`config.mk`:
```
export PLATFORM = sky130hd
export DESIGN_NAME = utopia2_tx_master
export DESIGN_NICKNAME = d
export VERILOG_FILES = /design/src/rtl/utopia2_tx_master.sv
export SDC_FILE = /design/constraint.sdc
export NUM_CORES = 1
export LEC_CHECK = 0
export BUFFER_PORTS_ARGS = -buffer_cell sky130_fd_sc_hd__buf_2
export CELL_PAD_IN_SITES_DETAIL_PLACEMENT = 2
export CELL_PAD_IN_SITES_GLOBAL_PLACEMENT = 2
export CORE_MARGIN = 3
export CORE_UTILIZATION = 39
export DETAILED_ROUTE_END_ITERATION = 10
export PLACE_DENSITY = 0.82
export SETUP_SLACK_MARGIN = 0.1
export SYNTH_ARGS = -nofsm -noshare
export SYNTH_HDL_FRONTEND = slang
export SYNTH_SLANG_ARGS = --single-unit
```
`constraint.sdc`:
```
create_clock -name clk -period 3.9 [get_ports clk]
set_clock_uncertainty 0.05 [all_clocks]
set_input_delay 0 -clock clk [delete_from_list [all_inputs] [get_ports clk]]
set_output_delay 0 -clock clk [all_outputs]
set_load 0.05 [all_outputs]
```
`src/rtl/utopia2_tx_master.sv`:
```
module utopia2_tx_master #(
  parameter int ADDR_W     = 5,
  parameter int DATA_W     = 8,
  parameter int CELL_BYTES = 53
) (
  input  logic              clk,
  input  logic              rst_n,
  input  logic              cfg_multi,
  input  logic [ADDR_W-1:0] cfg_ports,
  input  logic              src_valid,
  input  logic              src_sof,
  input  logic [DATA_W-1:0] src_data,
  output logic              src_ready,
  input  logic              phy_clav,
  output logic [ADDR_W-1:0] phy_addr,
  output logic              phy_enb_n,
  output logic              phy_soc,
  output logic [DATA_W-1:0] phy_data
);
  localparam int NSLOT = 1 << ADDR_W;
  localparam int CNT_W = $clog2(CELL_BYTES + 1);
  localparam logic [ADDR_W-1:0] NULL_ADDR = {ADDR_W{1'b1}};

  logic              xfer_q, sel_q, enb_q, soc_q;
  logic [CNT_W-1:0]  cnt_q;
  logic [ADDR_W-1:0] active_q, last_q, poll_q, addr_q;
  logic [NSLOT-1:0]  rec_q, live, above, elig, elig_hi;
  logic [DATA_W-1:0] data_q;
  logic [ADDR_W-1:0] pick, cur_poll, nxt_poll;
  logic              start_m, start_s, last_byte;

  function automatic logic [ADDR_W-1:0] lowest(input logic [NSLOT-1:0] v);
    lowest = '0;
    for (int i = NSLOT - 1; i >= 0; i--) if (v[i]) lowest = ADDR_W'(i);
  endfunction

  always_comb begin
    for (int i = 0; i < NSLOT; i++) begin
      live[i]  = ADDR_W'(i) < cfg_ports;
      above[i] = ADDR_W'(i) > last_q;
    end
  end

  assign elig      = rec_q & live;
  assign elig_hi   = elig & above;
  assign pick      = (|elig_hi) ? lowest(elig_hi) : lowest(elig);
  assign cur_poll  = (poll_q < cfg_ports) ? poll_q : '0;
  assign nxt_poll  = (cur_poll + ADDR_W'(1) >= cfg_ports) ? '0 : cur_poll + ADDR_W'(1);
  assign start_m   = cfg_multi && src_valid && src_sof && (|elig);
  assign start_s   = !cfg_multi && src_valid && src_sof && phy_clav;
  assign last_byte = cnt_q == CNT_W'(CELL_BYTES - 1);

  assign src_ready = xfer_q;
  assign phy_addr  = addr_q;
  assign phy_enb_n = enb_q;
  assign phy_soc   = soc_q;
  assign phy_data  = data_q;

  always_ff @(posedge clk or negedge rst_n) begin
    if (!rst_n) begin
      rec_q <= '0;
    end else begin
      if (cfg_multi && !sel_q && addr_q != NULL_ADDR) rec_q[addr_q] <= phy_clav;
      if (!xfer_q && start_m) rec_q[pick] <= 1'b0;
    end
  end

  always_ff @(posedge clk or negedge rst_n) begin
    if (!rst_n) begin
      xfer_q   <= 1'b0;
      cnt_q    <= '0;
      active_q <= '0;
      last_q   <= NULL_ADDR;
      poll_q   <= '0;
      addr_q   <= NULL_ADDR;
      sel_q    <= 1'b0;
      enb_q    <= 1'b1;
      soc_q    <= 1'b0;
      data_q   <= '0;
    end else if (!xfer_q) begin
      enb_q <= 1'b1;
      soc_q <= 1'b0;
      sel_q <= 1'b0;
      if (start_m) begin
        xfer_q   <= 1'b1;
        cnt_q    <= '0;
        active_q <= pick;
        last_q   <= pick;
        addr_q   <= pick;
        sel_q    <= 1'b1;
      end else if (start_s) begin
        xfer_q <= 1'b1;
        cnt_q  <= '0;
        addr_q <= NULL_ADDR;
      end else if (cfg_multi) begin
        addr_q <= cur_poll;
        poll_q <= nxt_poll;
      end else begin
        addr_q <= NULL_ADDR;
      end
    end else if (src_valid) begin
      data_q <= src_data;
      enb_q  <= 1'b0;
      soc_q  <= cnt_q == '0;
      cnt_q  <= cnt_q + CNT_W'(1);
      sel_q  <= 1'b0;
      if (last_byte) xfer_q <= 1'b0;
      if (cfg_multi) begin
        addr_q <= (cur_poll == active_q) ? NULL_ADDR : cur_poll;
        poll_q <= nxt_poll;
      end else begin
        addr_q <= NULL_ADDR;
      end
    end else begin
      enb_q  <= 1'b1;
      soc_q  <= 1'b0;
      addr_q <= cfg_multi ? active_q : NULL_ADDR;
      sel_q  <= cfg_multi;
    end
  end

  logic [CNT_W-1:0] chk_q;
  always_ff @(posedge clk or negedge rst_n) begin
    if (!rst_n) chk_q <= '0;
    else if (!phy_enb_n) chk_q <= phy_soc ? CNT_W'(1) : chk_q + CNT_W'(1);
  end

  p_soc_needs_enb_r6: assert property (@(posedge clk) disable iff (!rst_n)
    phy_soc |-> !phy_enb_n);
  p_cell_first_r6: assert property (@(posedge clk) disable iff (!rst_n)
    phy_soc |-> (chk_q == '0 || chk_q == CNT_W'(CELL_BYTES)));
  p_cell_body_r6: assert property (@(posedge clk) disable iff (!rst_n)
    (!phy_enb_n && !phy_soc) |-> (chk_q >= CNT_W'(1) && chk_q <= CNT_W'(CELL_BYTES - 1)));
  p_fall_after_select_r4: assert property (@(posedge clk) disable iff (!rst_n)
    (cfg_multi && $fell(phy_enb_n)) |-> $past(phy_addr) == active_q);
  p_null_single_r9: assert property (@(posedge clk) disable iff (!rst_n)
    !cfg_multi |=> phy_addr == NULL_ADDR);
  p_addr_range_r10: assert property (@(posedge clk) disable iff (!rst_n)
    cfg_multi |=> (phy_addr == NULL_ADDR || phy_addr < $past(cfg_ports)));
endmodule

```
== Word level (Yosys, flattened, before mapping) ==
Index checks and enable logic that the tools add are counted.
Cells by class
  add/sub/neg operators: 2
  magnitude comparators: 70
  equal/unequal tests: 6
  muxes and demuxes: 103
  bitwise operators: 5
  reductions and logical operators: 22
Operators with widths (number)
  two-way mux 5 bit: 80
  bitwise AND 32 bit: 3
  greater-than comparator 5 bit (first input constant): 16
  less-than comparator 5 bit (first input constant): 16
  two-way mux 32 bit: 2
  OR reduction 32 bit: 2
  greater-than comparator 4 x 5 -> 1 bit (first input constant): 8
  less-than comparator 4 x 5 -> 1 bit (first input constant): 8
  bitwise mux 32 bit: 1
  NOT 32 bit: 1
  two-way mux 6 bit: 4
  greater-than comparator 3 x 5 -> 1 bit (first input constant): 4
  less-than comparator 3 x 5 -> 1 bit (first input constant): 4
  two-way mux 1 bit: 14
  less-than comparator 5 x 6 -> 1 bit (second input constant): 2
  logical AND 1 bit: 11
  demux 1 bit (select 5 bit): 2
  greater-or-equal comparator 5 x 1 -> 1 bit (second input constant): 2
  greater-than comparator 1 x 5 -> 1 bit (first input constant): 2
  greater-than comparator 2 x 5 -> 1 bit (first input constant): 2
  less-than comparator 1 x 5 -> 1 bit (first input constant): 2
  less-than comparator 2 x 5 -> 1 bit (first input constant): 2
  adder 6 x 1 -> 6 bit (second input constant): 1
  equality test 6 bit (second input constant): 1
  other kinds (12): 18
Word-level totals
  flip-flop bits (word level): 70
  bits of input ports: 19

== Longest topological paths before layout ==
Gate-level depths: netlist of the first run.
  word-level depth: 43
  mapped depth: 18
  depth with buffers taken out: 16

== Worst setup path after synthesis of the first run ==
OpenSTA, ideal clock, no wires.
  path type: register -> register
  start: reg poll_q[2]
  end: reg poll_q[3]
  data arrival time: 2917 ps
  required time: 3786 ps
  slack: 869 ps
  stages on the path, launching flop included: 16
  clock period less this slack: 3031 ps
  path through: dfrtp_1 -> ha_1 -> a21o_1 -> a31oi_1 -> o21a_1 -> nand2_1 -> inv_1 -> ha_1 -> ha_1 -> a21o_1 -> a21oi_1 -> nor2b_1 -> o21ai_0 -> nand2b_1 -> nor4b_2 -> a21o_1
On the way
  longest elaborated chain between the ends: 9
Ends and longest elaborated chain
  from (decl): RTL line 26  | logic [ADDR_W-1:0] active_q, last_q, poll_q, addr_q;
  from (signal assigned): RTL line 97  | poll_q <= nxt_poll;
  from (signal assigned): RTL line 110  | poll_q <= nxt_poll;
  less-than comparator 5 bit: RTL line 47  | assign cur_poll = (poll_q < cfg_ports) ? poll_q : '0;
  two-way mux 5 bit (*): RTL line 47
  adder 5 x 1 -> 5 bit (*): RTL line 48  | assign nxt_poll = (cur_poll + ADDR_W'(1) >= cfg_ports) ? '0 : cur_poll + ADDR_W'(1);
  greater-or-equal comparator 5 bit: RTL line 48
  two-way mux 5 bit (*): RTL line 48
  two-way mux 5 bit (*): RTL line 95, 108
  two-way mux 5 bit: RTL line 91  | end else if (start_s) begin
  two-way mux 5 bit: RTL line 84  | if (start_m) begin
  two-way mux 5 bit (*): RTL line 80  | end else if (!xfer_q) begin
Mark *: on every way between the ends. The rest lies on a longest branch, timed or not. The select of a mux whose other input is x is not followed.
A chain may end at the register's enable or synchronous reset.

== Worst setup path in the final report of the first run ==
  start: reg last_q[3]
  end: reg rec_q[18]
On the way
  longest elaborated chain between the ends: 42
Ends and longest elaborated chain
  from (decl): RTL line 26
  from (signal assigned): RTL line 88  | last_q <= pick;
  greater-than comparator 5 bit: RTL line 40  | above[i] = ADDR_W'(i) > last_q;
  bitwise AND 32 bit (*): RTL line 45  | assign elig_hi = elig & above;
  two-way mux 5 bit (32 in series): RTL line 34  | for (int i = NSLOT - 1; i >= 0; i--) if (v[i]) lowest = ADDR_W'(i);
  two-way mux 5 bit (*): RTL line 46  | assign pick = (|elig_hi) ? lowest(elig_hi) : lowest(elig);
  less-than comparator 5 x 6 -> 1 bit (not written as such) / greater-or-equal comparator 5 x 1 -> 1 bit (equally long branches): RTL line 64  | if (!xfer_q && start_m) rec_q[pick] <= 1'b0;
  logical AND 1 bit (not written as such): RTL line 64
  two-way mux 1 bit (not written as such): RTL line 64
  demux 1 bit (select 5 bit) (*): RTL line 64
  NOT 32 bit (no line) (*)
  bitwise AND 32 bit (no line) (*)
  two-way mux 32 bit (*): RTL line 64
  to (signal, indexed assignment): RTL line 63  | if (cfg_multi && !sel_q && addr_q != NULL_ADDR) rec_q[addr_q] <= phy_clav;
  to (decl): RTL line 27  | logic [NSLOT-1:0] rec_q, live, above, elig, elig_hi;
Mark *: on every way between the ends. The rest lies on a longest branch, timed or not.

==> summary.txt, run 1 <==
Final layout
  – Final #Nets: around 760
  – Area delta synth->final: 10.8%
  – Layout cell share with drive strength beyond 1: 17.3%
  – Post-Layout Cell Count: 921
  – Commonest non-fill, non-tap cell in the layout: nor2_1
  – Most frequent cells in the layout: nor2_1, dfrtp_1, nand2_1

Yosys
  – Ys Warns: 0
  – Post-synth EDFFs: 0
  – Netlist cell types: 100
  – Most area-hungry cell type in the Yosys netlist: dfrtp_1
  – Mapped Cells: 709
  – Syn avg cell area: 8.50 µm²
  – Synth Area in Compound Gates: 31.7%
  – Post-Synth Adder-Cell Area: 2.49%
  – Largest family of logic cells by synthesized area: compound AO/OA/AOI/OAI gates
  – Net Count, Synth: 740
  – Asr flop ratio synth: 100%
  – Top FF cell, synth: dfrtp_1
  – Post-Synth Simple-Gate Area: 23.1%
  – Main area contributors after synthesis: dfrtp_1, dfstp_2, mux2i_1, nor2_1, nand2_1
  – Post-synthesis cell area: approximately 6000 µm²
  – XOR/XNOR share of the synthesized area: 1.45%
  – Mux cell area share after synthesis: 6.14%
  – Top cell type's share of synthesized area: approximately 24%
  – Sequential element share of the synthesized area: between 20% and 30%
  – Synthesis-stage register bit count: 69

Detailed routing
  – Routed vias: 6853
  – Vias per inst: 7.44
  – DRC violations left: 0
  – DR WL/cell: roughly 34 µm
  – 1st-pass router iterations: 5
  – Final wirelength: 31400 µm
  – Routed Antenna Nets: 0
  – Number of DRC markers in iteration 0: 704

Pwr
  – P_int: 2.37 mW
  – Maximum vdd drop: 441 µV
  – Sequential power share: 28.5%
  – PwrDens: 797 nW/µm²
  – Power share of the clock group: 15.7%
  – LEAKAGE: 2.67 nW
  – Comb power frac: 55.8%
  – P_sw: a little under 3 mW
  – Power, Total: approximately 5.3 mW
  – Switch share: 55.5%

Setup path
  – Slowest CP cell: dfstp_2
  – CP delay by family, top: compound AO/OA/AOI/OAI gates
  – CP Cell Sequence: nand2_1 > o21bai_1 > a32o_1 > nor4_4 > nand4_2 > a21oi_1 > a21o_1 > a31oi_1
  – Crit path largest cell delay: about 0.90 ns
  – Worst setup path end: rec_q[18]$_DFF_PN0_
  – Req. time, crit path: 4.01 ns
  – Critical Path AT: 3.82 ns
  – Worst r2r path cells: 8
  – Register-to-register setup slack: 0.19 ns
  – WP depth: 8
  – Worst path buffer plus inverter count: 0
  – Worst R2R Start: last_q[3]$_DFFE_PN1P_
  – Peak fanout along the critical path: 27
  – Worst setup path startpoint: last_q[3]$_DFFE_PN1P_
  – Reg2reg end: rec_q[18]$_DFF_PN0_
  – Critical path type: reg2reg
  – Crit. End Element: flip-flop
  – Worst setup SP type: flip-flop

Floorplanning
  – Initial core utilization: 40.7%
  – Core area: 14800 µm²
  – # IOs: 35
  – # rows: 44
  – Die Y: 130 µm
  – Die ar.: 17000 µm²
  – Die width: 130 µm

Place
  – DP Cell Count: about 900
  – DP HPWL: 19100 µm
  – IO buf count: 34
  – RD Place Congestion: 0.941

STA
  – Final Slew Violations: 0
  – Hold Vio Cnt, Final: 0
  – Setup Total Neg Slack: 0 ns
  – Highest achievable clock rate: 269 MHz
  – Worst slew pin tran: 1.13 ns
  – Minimum clock period: ~3.7 ns
  – Fin crit share: 95.1%
  – Worst rel slew slack: about a quarter
  – Setup violations, final: 0
  – RSZ-0062 raised after global routing: true

Flow run
  – MaxCap Viol Count: 0

GRT
  – GR Util All Layers: 38.2%
  – Vias in the first global route: 7459
  – GRT met2 Usage: approximately 61%
  – Initial antenna violation count: 1
  – Met1 usage: 48.5%
  – Busiest grt layer: met2
  – First-pass GRT wire length: roughly 49000 µm
  – Largest net degree at the start of global routing: 41
  – GR Util met3: 9.13%
  – Grt ovf: 0

CTS
  – Clock slew at reported path FFs: 0.07 ns
  – Clk Latency, worst-skew pair: 0.36 ns
  – Clk sinks: 69
  – Clock root cell: clkbuf_16
  – Max Root-Sink Buffers: 2
  – Cts bufs inserted: 9
  – CTS tree: yes
  – Htree depth: 3

Status
  – Status: finished, final reports clean

Hold path
  – Hold path start: src_sof
  – Worst Hold Class: in2reg
## per-stage QoR
step / hold slack [ns] / area (µm²) / worst slack [ns] / utilization [%]
after detailed placement: 0.130 / 6270 / 0.239 / 42.4
after floorplan: -0.346 / 6030 / 0.869 / -
final: 0.162 / 6680 / 0.189 / 45.1
after global placement: 0.119 / 6270 / 0.576 / 42.4
after CTS: 0.164 / 6650 / 0.308 / 44.9
after global routing: 0.173 / 6680 / 0.0891 / 45.1
## layer usage
layer  up-vias  share of wire (%)
li1       2762                  -
met1      3489                 39
met2       448                 46
met3       152                9.6
met4         2                5.4
met5         -              0.035
## worst min-delay path, stage by stage
cell and delay, ns:
buf_2 0.12, and4b_1 0.22, nor2_1 0.10, a21oi_1 0.08
## power by group through the flow
stage / registers [mW] / clock network [mW] / logic [mW]
after floorplan: 1.24 / 0 / 1.86
after global placement: 1.41 / 0 / 2.48
after detailed placement: 1.43 / 0 / 2.62
after CTS: 1.45 / 0.808 / 2.74
after global routing: 1.52 / 0.856 / 3.12
final: 1.52 / 0.838 / 2.97
## registers in the layout, summed over array words and instances (netlist names)
register and flops:
sel_q 1, rec_q 31, phy_soc 1, phy_data 8
cnt_q 6, src_ready 1, active_q 5, phy_addr 5
phy_enb_n 1, poll_q 5, last_q 5
## how the worst min path moves through the flow
stage,endpoint,slack [ns],cells past startpoint
6_report,src_ready$_DFF_PN0_,0.16,4
5_1_grt,poll_q[1]$_DFFE_PN0P_,0.17,3
4_1_cts,poll_q[0]$_DFFE_PN0P_,0.16,3
3_5_place_dp,phy_data[3]$_DFFE_PN0P_,0.13,1
3_3_place_gp,phy_data[3]$_DFFE_PN0P_,0.12,1
2_1_floorplan,active_q[0]$_DFFE_PN0P_,-0.35,0
## cells by family (layout without fill, tap and decap cells)
| logic type | Yosys count | count (layout) |
|---|---|---|
| buf+inv | 69 | 96 |
| fa+ha+maj | 12 | 12 |
| xor+xnor | 10 | 10 |
| flops | 69 | 69 |
| compound gates | 253 | 253 |
| other cells | 0 | 1 |
| simple gates | 260 | 260 |
| mux | 36 | 36 |
## final cells by class
cell class	instances	area (µm²)
diodes	1	2.50
clock buffers	11	253
clock inverters	5	35.0
fillers	1602	8130
inverters	19	71.3
multi-input cells	571	3940
flip-flops and latches	69	1740
well taps	184	230
repair buffers	61	408
## timing repair
item	in CTS	in global routing
setup endpoints to repair	0	9
hold buffers	9	0
endpoints found under the hold margin	46	0
buffers inserted	0	0
gates resized for setup	0	6
## synthesized netlist by cell type, drive strengths merged (11+ instances only)
master and n:
a21o 11, a21oi 34, a31oi 31, a41oi 11, and2 12, buf 33
clkbuf 17, dfrtp 58, dfstp 11, ha 12, inv 19, mux2i 28
nand2 58, nand2b 11, nand3 28, nor2 72, nor3 12, o211ai 14
o21a 11, o21ai 45
No activity file was read; power rests on OpenSTA's default activity.
==> run 2, diff against run 1 <==
--- a/config.mk
+++ b/config.mk
@@ -12,7 +12,9 @@
 export CORE_UTILIZATION = 39
 export DETAILED_ROUTE_END_ITERATION = 10
 export PLACE_DENSITY = 0.82
+export RECOVER_POWER = 50
 export SETUP_SLACK_MARGIN = 0.1
+export SLEW_MARGIN = 20
 export SYNTH_ARGS = -nofsm -noshare
 export SYNTH_HDL_FRONTEND = slang
 export SYNTH_SLANG_ARGS = --single-unit
==> run 2 against run 1 <==
- the run now ends with capacitance limit, slew limit left
- fmax up 0.47%
- via count down 0.67%
- sequential cell count did not move
- hold slack got worse by 0.0010 ns
- sequential share of layout area increased by 0.10 points
- count of clock-buffer cells in the layout unchanged
- first-iteration DRC count is 3.3% lower
- die area unchanged
- non-clock buffer count is the same
- cell area decreased by 0.39%
- global-route usage unchanged
- critical path depth unchanged
==> summary.txt, run 2 (synthesis results as in run 1) <==
Status
  – Status: finished, violations left
  – Failing checks: capacitance limit, slew limit

Hold path
  – Worst Hold Class: in2reg

Setup path
  – Peak fanout along the critical path: 19
  – Critical Path AT: 3.80 ns
  – Req. time, crit path: 4.01 ns
  – Worst setup SP type: flip-flop
  – Slowest CP cell: dfstp_2
  – Crit path largest cell delay: 0.83 ns
  – Critical path type: reg2reg
  – Crit. End Element: flip-flop
  – CP Cell Sequence: and2_0 > or4_1 > o21a_1 > and3_1 > nand4_2 > a21oi_1 > a21o_1 > a31oi_1

Detailed routing
  – 1st-pass router iterations: 5
  – Routed Antenna Nets: 0
  – DR WL/cell: about 34 µm
  – Final wirelength: approximately 31000 µm
  – DRC violations left: 0
  – Vias per inst: 7.40
  – Number of DRC markers in iteration 0: 681
  – Routed vias: ~6800

Final layout
  – Cell area after layout: 6660 µm²
  – Fillers: 1614
  – Most frequent cells in the layout: nor2_1, dfrtp_1, nand2_1
  – Total area of sequential cells: 1740 µm²
  – Final #Nets: 762
  – Layout cell share with drive strength beyond 1: 14.9%
  – Register bank with the most flops: rec_q
  – Largest register FFs: 31
  – Commonest non-fill, non-tap cell in the layout: nor2_1
  – Ant. Diodes: 0
  – Fin util: ~45%
  – Area of the multi-input gates: just under 4000 µm²
  – Area delta synth->final: 10.4%

STA
  – Minimum clock period: 3.69 ns
  – Hold Vio Cnt, Final: 0
  – Fin crit share: 94.7%
  – Fin Hold WS: 0.161 ns
  – Setup violations, final: 0
  – Setup Total Neg Slack: 0 ns
  – Setup ws final: 0.207 ns
  – Worst rel slew slack: -52.4%
  – RSZ-0062 raised after global routing: true
  – Highest achievable clock rate: 271 MHz
  – Worst slew pin tran: 2.29 ns
  – Final Slew Violations: 41

Pwr
  – LEAKAGE: 2.63 nW
  – PwrDens: 797 nW/µm²
  – Maximum vdd drop: 442 µV

Floorplanning
  – Die width: between 100 and 150 µm
  – Die ar.: 17000 µm²
  – # IOs: 35
  – Core area: 14800 µm²
  – Initial core utilization: 40.7%
  – Die Y: 130 µm
  – # rows: 44

Place
  – DP HPWL: approximately 19000 µm
  – IO buf count: 34
  – RD Place Congestion: 0.941
  – Setup slack at placement: about 0.24 ns
  – Placed inst area: 6270 µm²

CTS
  – Max Root-Sink Buffers: 2
  – CTS tree: yes
  – Clk sinks: 69
  – Clk Latency, worst-skew pair: 0.36 ns
  – Cts bufs inserted: 9
  – Htree depth: 3
  – Buffer count from post-CTS setup fixing: 0
  – Clock slew at reported path FFs: ~0.070 ns
  – Clock root cell: clkbuf_16

GRT
  – First-pass GRT wire length: between 40000 and 50000 µm
  – Grt ovf: 0
  – Largest net degree at the start of global routing: about 40
  – Initial antenna violation count: 1
  – Vias in the first global route: 7459
  – GR Util All Layers: 38.2%

Flow run
  – MaxCap Viol Count: 1
[run 2: cell types whose count changed in the layout (fill, tap and decap cells not counted), sizes merged]
cell and change:
buf -18, clkbuf +18, diode -1
[run 2: report_power, final]
| group | total [mW] | internal [mW] | switching, mW |
|---|---|---|---|
| Combinational | 2.96 | 0.923 | 2.03 |
| Clock | 0.833 | 0.466 | 0.366 |
| Sequential | 1.52 | 0.973 | 0.546 |
| Total | 5.31 | 2.36 | 2.95 |
[run 2: metal layers]
metal | track usage (%) | wire length [µm] | vias to the layer above
met5 | 0 | 11 | -
met3 | 9.13 | 2990 | 139
met4 | 19.5 | 1590 | 2
met2 | 60.6 | 14600 | 452
li1 | - | - | 2762
met1 | 48.5 | 12200 | 3452
[run 2: critical path: cells and delay by family, from the launching register on]
kind | cells | cell delay, ns
and+or+nand+nor | 4 | 1.17
AOI/OAI and AO/OA | 4 | 1.42
DFF | 1 | 0.83
[run 2: cell type report]
cell class                      instances  area share [%]
Clock inverter                          5           0.526
Tap cell                              184            3.46
Timing Repair Buffer                   61            5.77
Multi-Input combinational cell        571            59.2
Sequential cell                        69            26.2
Inverter                               19            1.07
Clock buffer                           11            3.80
[run 2: worst paths after layout]
kind,cells past startpoint,startpoint,to,slack (ns)
worst max-delay path,8,last_q[0]$_DFFE_PN1P_,rec_q[18]$_DFF_PN0_,0.21
worst min-delay path,4,src_sof,src_ready$_DFF_PN0_,0.16
worst max register to register,8,last_q[0]$_DFFE_PN1P_,rec_q[18]$_DFF_PN0_,0.21
worst min register to register,1,cnt_q[5]$_DFFE_PN0P_,phy_soc$_DFF_PN0_,0.47
max in group asynchronous,3,rst_n,rec_q[9]$_DFF_PN0_,1.02
min in group asynchronous,2,rst_n,phy_data[2]$_DFFE_PN0P_,0.86
[run 2: repair_timing]
| action | CTS | global route |
|---|---|---|
| setup endpoints to repair | 0 | 9 |
| hold endpoints to repair | 46 | 0 |
| hold buffers | 9 | 0 |
| gates resized for setup | 0 | 6 |
[run 2: through the flow]
stage	std cells	total power, mW
2_1_floorplan	709	3.11
3_3_place_gp	895	3.89
3_5_place_dp	895	4.05
4_1_cts	920	5.00
5_1_grt	920	5.49
6_report	920	5.31
==> run 3, diff against run 2 <==
--- a/config.mk
+++ b/config.mk
@@ -5,13 +5,14 @@
 export SDC_FILE = /design/constraint.sdc
 export NUM_CORES = 1
 export LEC_CHECK = 0
+export ABC_AREA = 1
 export BUFFER_PORTS_ARGS = -buffer_cell sky130_fd_sc_hd__buf_2
 export CELL_PAD_IN_SITES_DETAIL_PLACEMENT = 2
 export CELL_PAD_IN_SITES_GLOBAL_PLACEMENT = 2
 export CORE_MARGIN = 3
-export CORE_UTILIZATION = 39
+export CORE_UTILIZATION = 34
 export DETAILED_ROUTE_END_ITERATION = 10
-export PLACE_DENSITY = 0.82
+export PLACE_DENSITY = 0.81
 export RECOVER_POWER = 50
 export SETUP_SLACK_MARGIN = 0.1
 export SLEW_MARGIN = 20
==> run 3 against run 2 <==
- the run still ends with capacitance limit, slew limit left
- via count down 10%
- total power increased by 3.0%
- sequential share of layout area grew 1.5 points
- combinational power up 13%
- die area up 2.4%
- non-clock buffer count shrank 1
- highest routed layer is now met4
- synthesized cell count is 19% higher
- register-to-register slack better by 0.02 ns
- sequential cell count unchanged
==> summary.txt, run 3 <==
Pwr
  – Switch share: 56.3%
  – Comb power frac: approximately three fifths
  – Maximum vdd drop: 319 µV
  – Power share of the clock group: 14.9%
  – LEAKAGE: 3.33 nW
  – P_int: 2.39 mW
  – P_sw: 3.07 mW
  – PwrDens: 869 nW/µm²
  – Sequential power share: 24.1%
  – Power, Total: 5.47 mW

Final layout
  – Final #Nets: 931
  – Fillers: 1873
  – Layout cell share with drive strength beyond 1: between 10% and 20%
  – Largest register FFs: 31
  – Register bank with the most flops: rec_q
  – Area delta synth->final: 16.6%
  – Most frequent cells in the layout: nand2_1, inv_1, nor2_1
  – Post-Layout Cell Count: about 1100
  – Ant. Diodes: 0
  – Commonest non-fill, non-tap cell in the layout: nand2_1

CTS
  – Max Root-Sink Buffers: 2
  – Clock root cell: clkbuf_16
  – Clock slew at reported path FFs: roughly 0.060 ns
  – CTS tree: yes
  – Htree depth: 3
  – Clk sinks: 69
  – Clk Latency, worst-skew pair: about 0.33 ns
  – Cts bufs inserted: 9

Status
  – Failing checks: capacitance limit, slew limit
  – Status: finished, violations left

Detailed routing
  – Number of DRC markers in iteration 0: 441
  – Routed Antenna Nets: 0
  – DR WL/cell: ~22 µm
  – Final wirelength: 24100 µm
  – Vias per inst: 5.47
  – 1st-pass router iterations: 5
  – DRC violations left: 0
  – Routed vias: between 6000 and 7000

Flow run
  – MaxCap Viol Count: 1

STA
  – Fin crit share: 94.2%
  – Worst rel slew slack: -0.696%
  – Setup violations, final: 0
  – Worst slew pin tran: 1.51 ns
  – Final Slew Violations: 23
  – Hold Vio Cnt, Final: 0
  – Highest achievable clock rate: 272 MHz
  – Minimum clock period: 3.67 ns

Floorplanning
  – Die width: 132 µm
  – Core area: 15400 µm²
  – # rows: 45
  – # IOs: 35
  – Initial core utilization: 35.1%
  – Die Y: 132 µm
  – Die ar.: 17400 µm²

Yosys
  – Top-count cell post-synth: nand2_1
  – Most area-hungry cell type in the Yosys netlist: dfrtp_1
  – Synth cell count leaders: nand2_1, inv_1, nor2_1
  – Netlist cell types: 48
  – Post-synthesis cell area: about 5400 µm²
  – Top FF cell, synth: dfrtp_1
  – Ys Warns: 0
  – Top cell type's share of synthesized area: 26.9%
  – Main area contributors after synthesis: dfrtp_1, nand2_1, inv_1, dfstp_2, nor2_1
  – Sequential element share of the synthesized area: 32.3%
  – Post-synth EDFFs: 0
  – Mapped Cells: 847
  – Asr flop ratio synth: 100%
  – Syn avg cell area: roughly 6.4 µm²
  – Net Count, Synth: 878
  – Synthesis-stage register bit count: 69

GRT
  – First-pass GRT wire length: 37800 µm
  – GR Util All Layers: 27.1%
  – Initial antenna violation count: 0
  – Vias in the first global route: 6832
  – Largest net degree at the start of global routing: 49
  – Grt ovf: 0

Setup path
  – Req. time, crit path: 4.07 ns
  – Critical path type: reg2reg
  – Critical Path AT: ~3.9 ns
  – Crit. End Element: flip-flop
  – Register-to-register setup slack: around 0.23 ns
  – Worst setup SP type: flip-flop
  – Peak fanout along the critical path: 8

Hold path
  – Worst Hold Class: in2reg

Place
  – DP HPWL: 17700 µm
  – RD Place Congestion: a little over 0.9
  – DP Cell Count: 1080
  – IO buf count: 34
-- run 3: power by group through the flow --
stage | Combinational (mW) | Sequential, mW | Clock [mW]
finish | 3.34 | 1.32 | 0.813
global route | 3.64 | 1.34 | 0.863
CTS | 3.05 | 1.30 | 0.821
detailed placement | 2.93 | 1.30 | 0
global placement | 2.79 | 1.29 | 0
floorplan | 2.01 | 1.27 | 0
-- run 3: repair_timing --
item	in CTS	in global routing
setup endpoints to repair	11	34
pin swaps	0	2
cloned	0	1
gates resized for setup	3	13
hold endpoints to repair	25	0
hold buffers	9	0
buffers inserted	4	6
-- run 3: layout make-up --
cell class / count / area, µm² / share of cell area (%)
multi-input cells: 614 / 3070 / 48.9
flip-flops and latches: 69 / 1740 / 27.7
inverters: 146 / 552 / 8.77
repair buffers: 60 / 374 / 5.95
well taps: 211 / 264 / 4.20
clock buffers: 11 / 233 / 3.70
clock inverters: 5 / 52.6 / 0.836
-- run 3: cells by family after synthesis --
| kind of cell | synth area share [%] |
|---|---|
| AND/OR/NAND/NOR | 38.1 |
| flip-flops | 32.3 |
| XOR/XNOR | 0.487 |
| AO/OA/AOI/OAI | 14.4 |
| adder cells (fa/ha/maj) | 2.78 |
| buffers and inverters | 12.0 |
-- run 3: worst max-delay path, cell delays in order (launching register included) --
cell	delay, ns
dfstp_2	0.41
nor2_1	0.35
inv_1	0.16
nor4_2	0.58
nor2_1	0.14
nand2_1	0.14
nor2_1	0.08
nand2_1	0.16
clkinv_1	0.12
nand2_1	0.07
nand2_1	0.09
inv_1	0.33
nand2_1	0.17
nor2_1	0.35
nand3_1	0.18
nand2_1	0.10
inv_1	0.05
-- run 3: stage by stage --
step / util [%] / instance area (µm²) / setup WS, ns / hold slack, ns / setup TNS (ns)
finish: 40.9 / 6290 / 0.228 / 0.0220 / 0
global route: 40.9 / 6290 / -0.0146 / 0.0528 / -0.0182
CTS: 40.3 / 6200 / 0.178 / 0.0141 / 0
detailed placement: 37.6 / 5780 / 0.0990 / 0.00298 / 0
global placement: 37.6 / 5780 / 0.282 / -0.00650 / 0
floorplan: - / 5390 / 1.03 / -0.346 / 0
-- run 3: path summary, 6_finish.rpt --
path,start,to,cells past startpoint
min,src_valid,phy_addr[4]$_DFF_PN1_,3
max reg2reg,last_q[2]$_DFFE_PN1P_,rec_q[25]$_DFF_PN0_,16
max,last_q[2]$_DFFE_PN1P_,rec_q[25]$_DFF_PN0_,16
max in group asynchronous,rst_n,phy_data[7]$_DFFE_PN0P_,3
min in group asynchronous,rst_n,rec_q[21]$_DFF_PN0_,2
min reg2reg,phy_data[2]$_DFFE_PN0P_,phy_data[2]$_DFFE_PN0P_,2
-- run 3: metal layers --
layer	track usage, %	wire length (µm)
met1	34.6	10700
met2	47.5	12000
met3	3.78	700
met4	7.99	636
met5	0	0
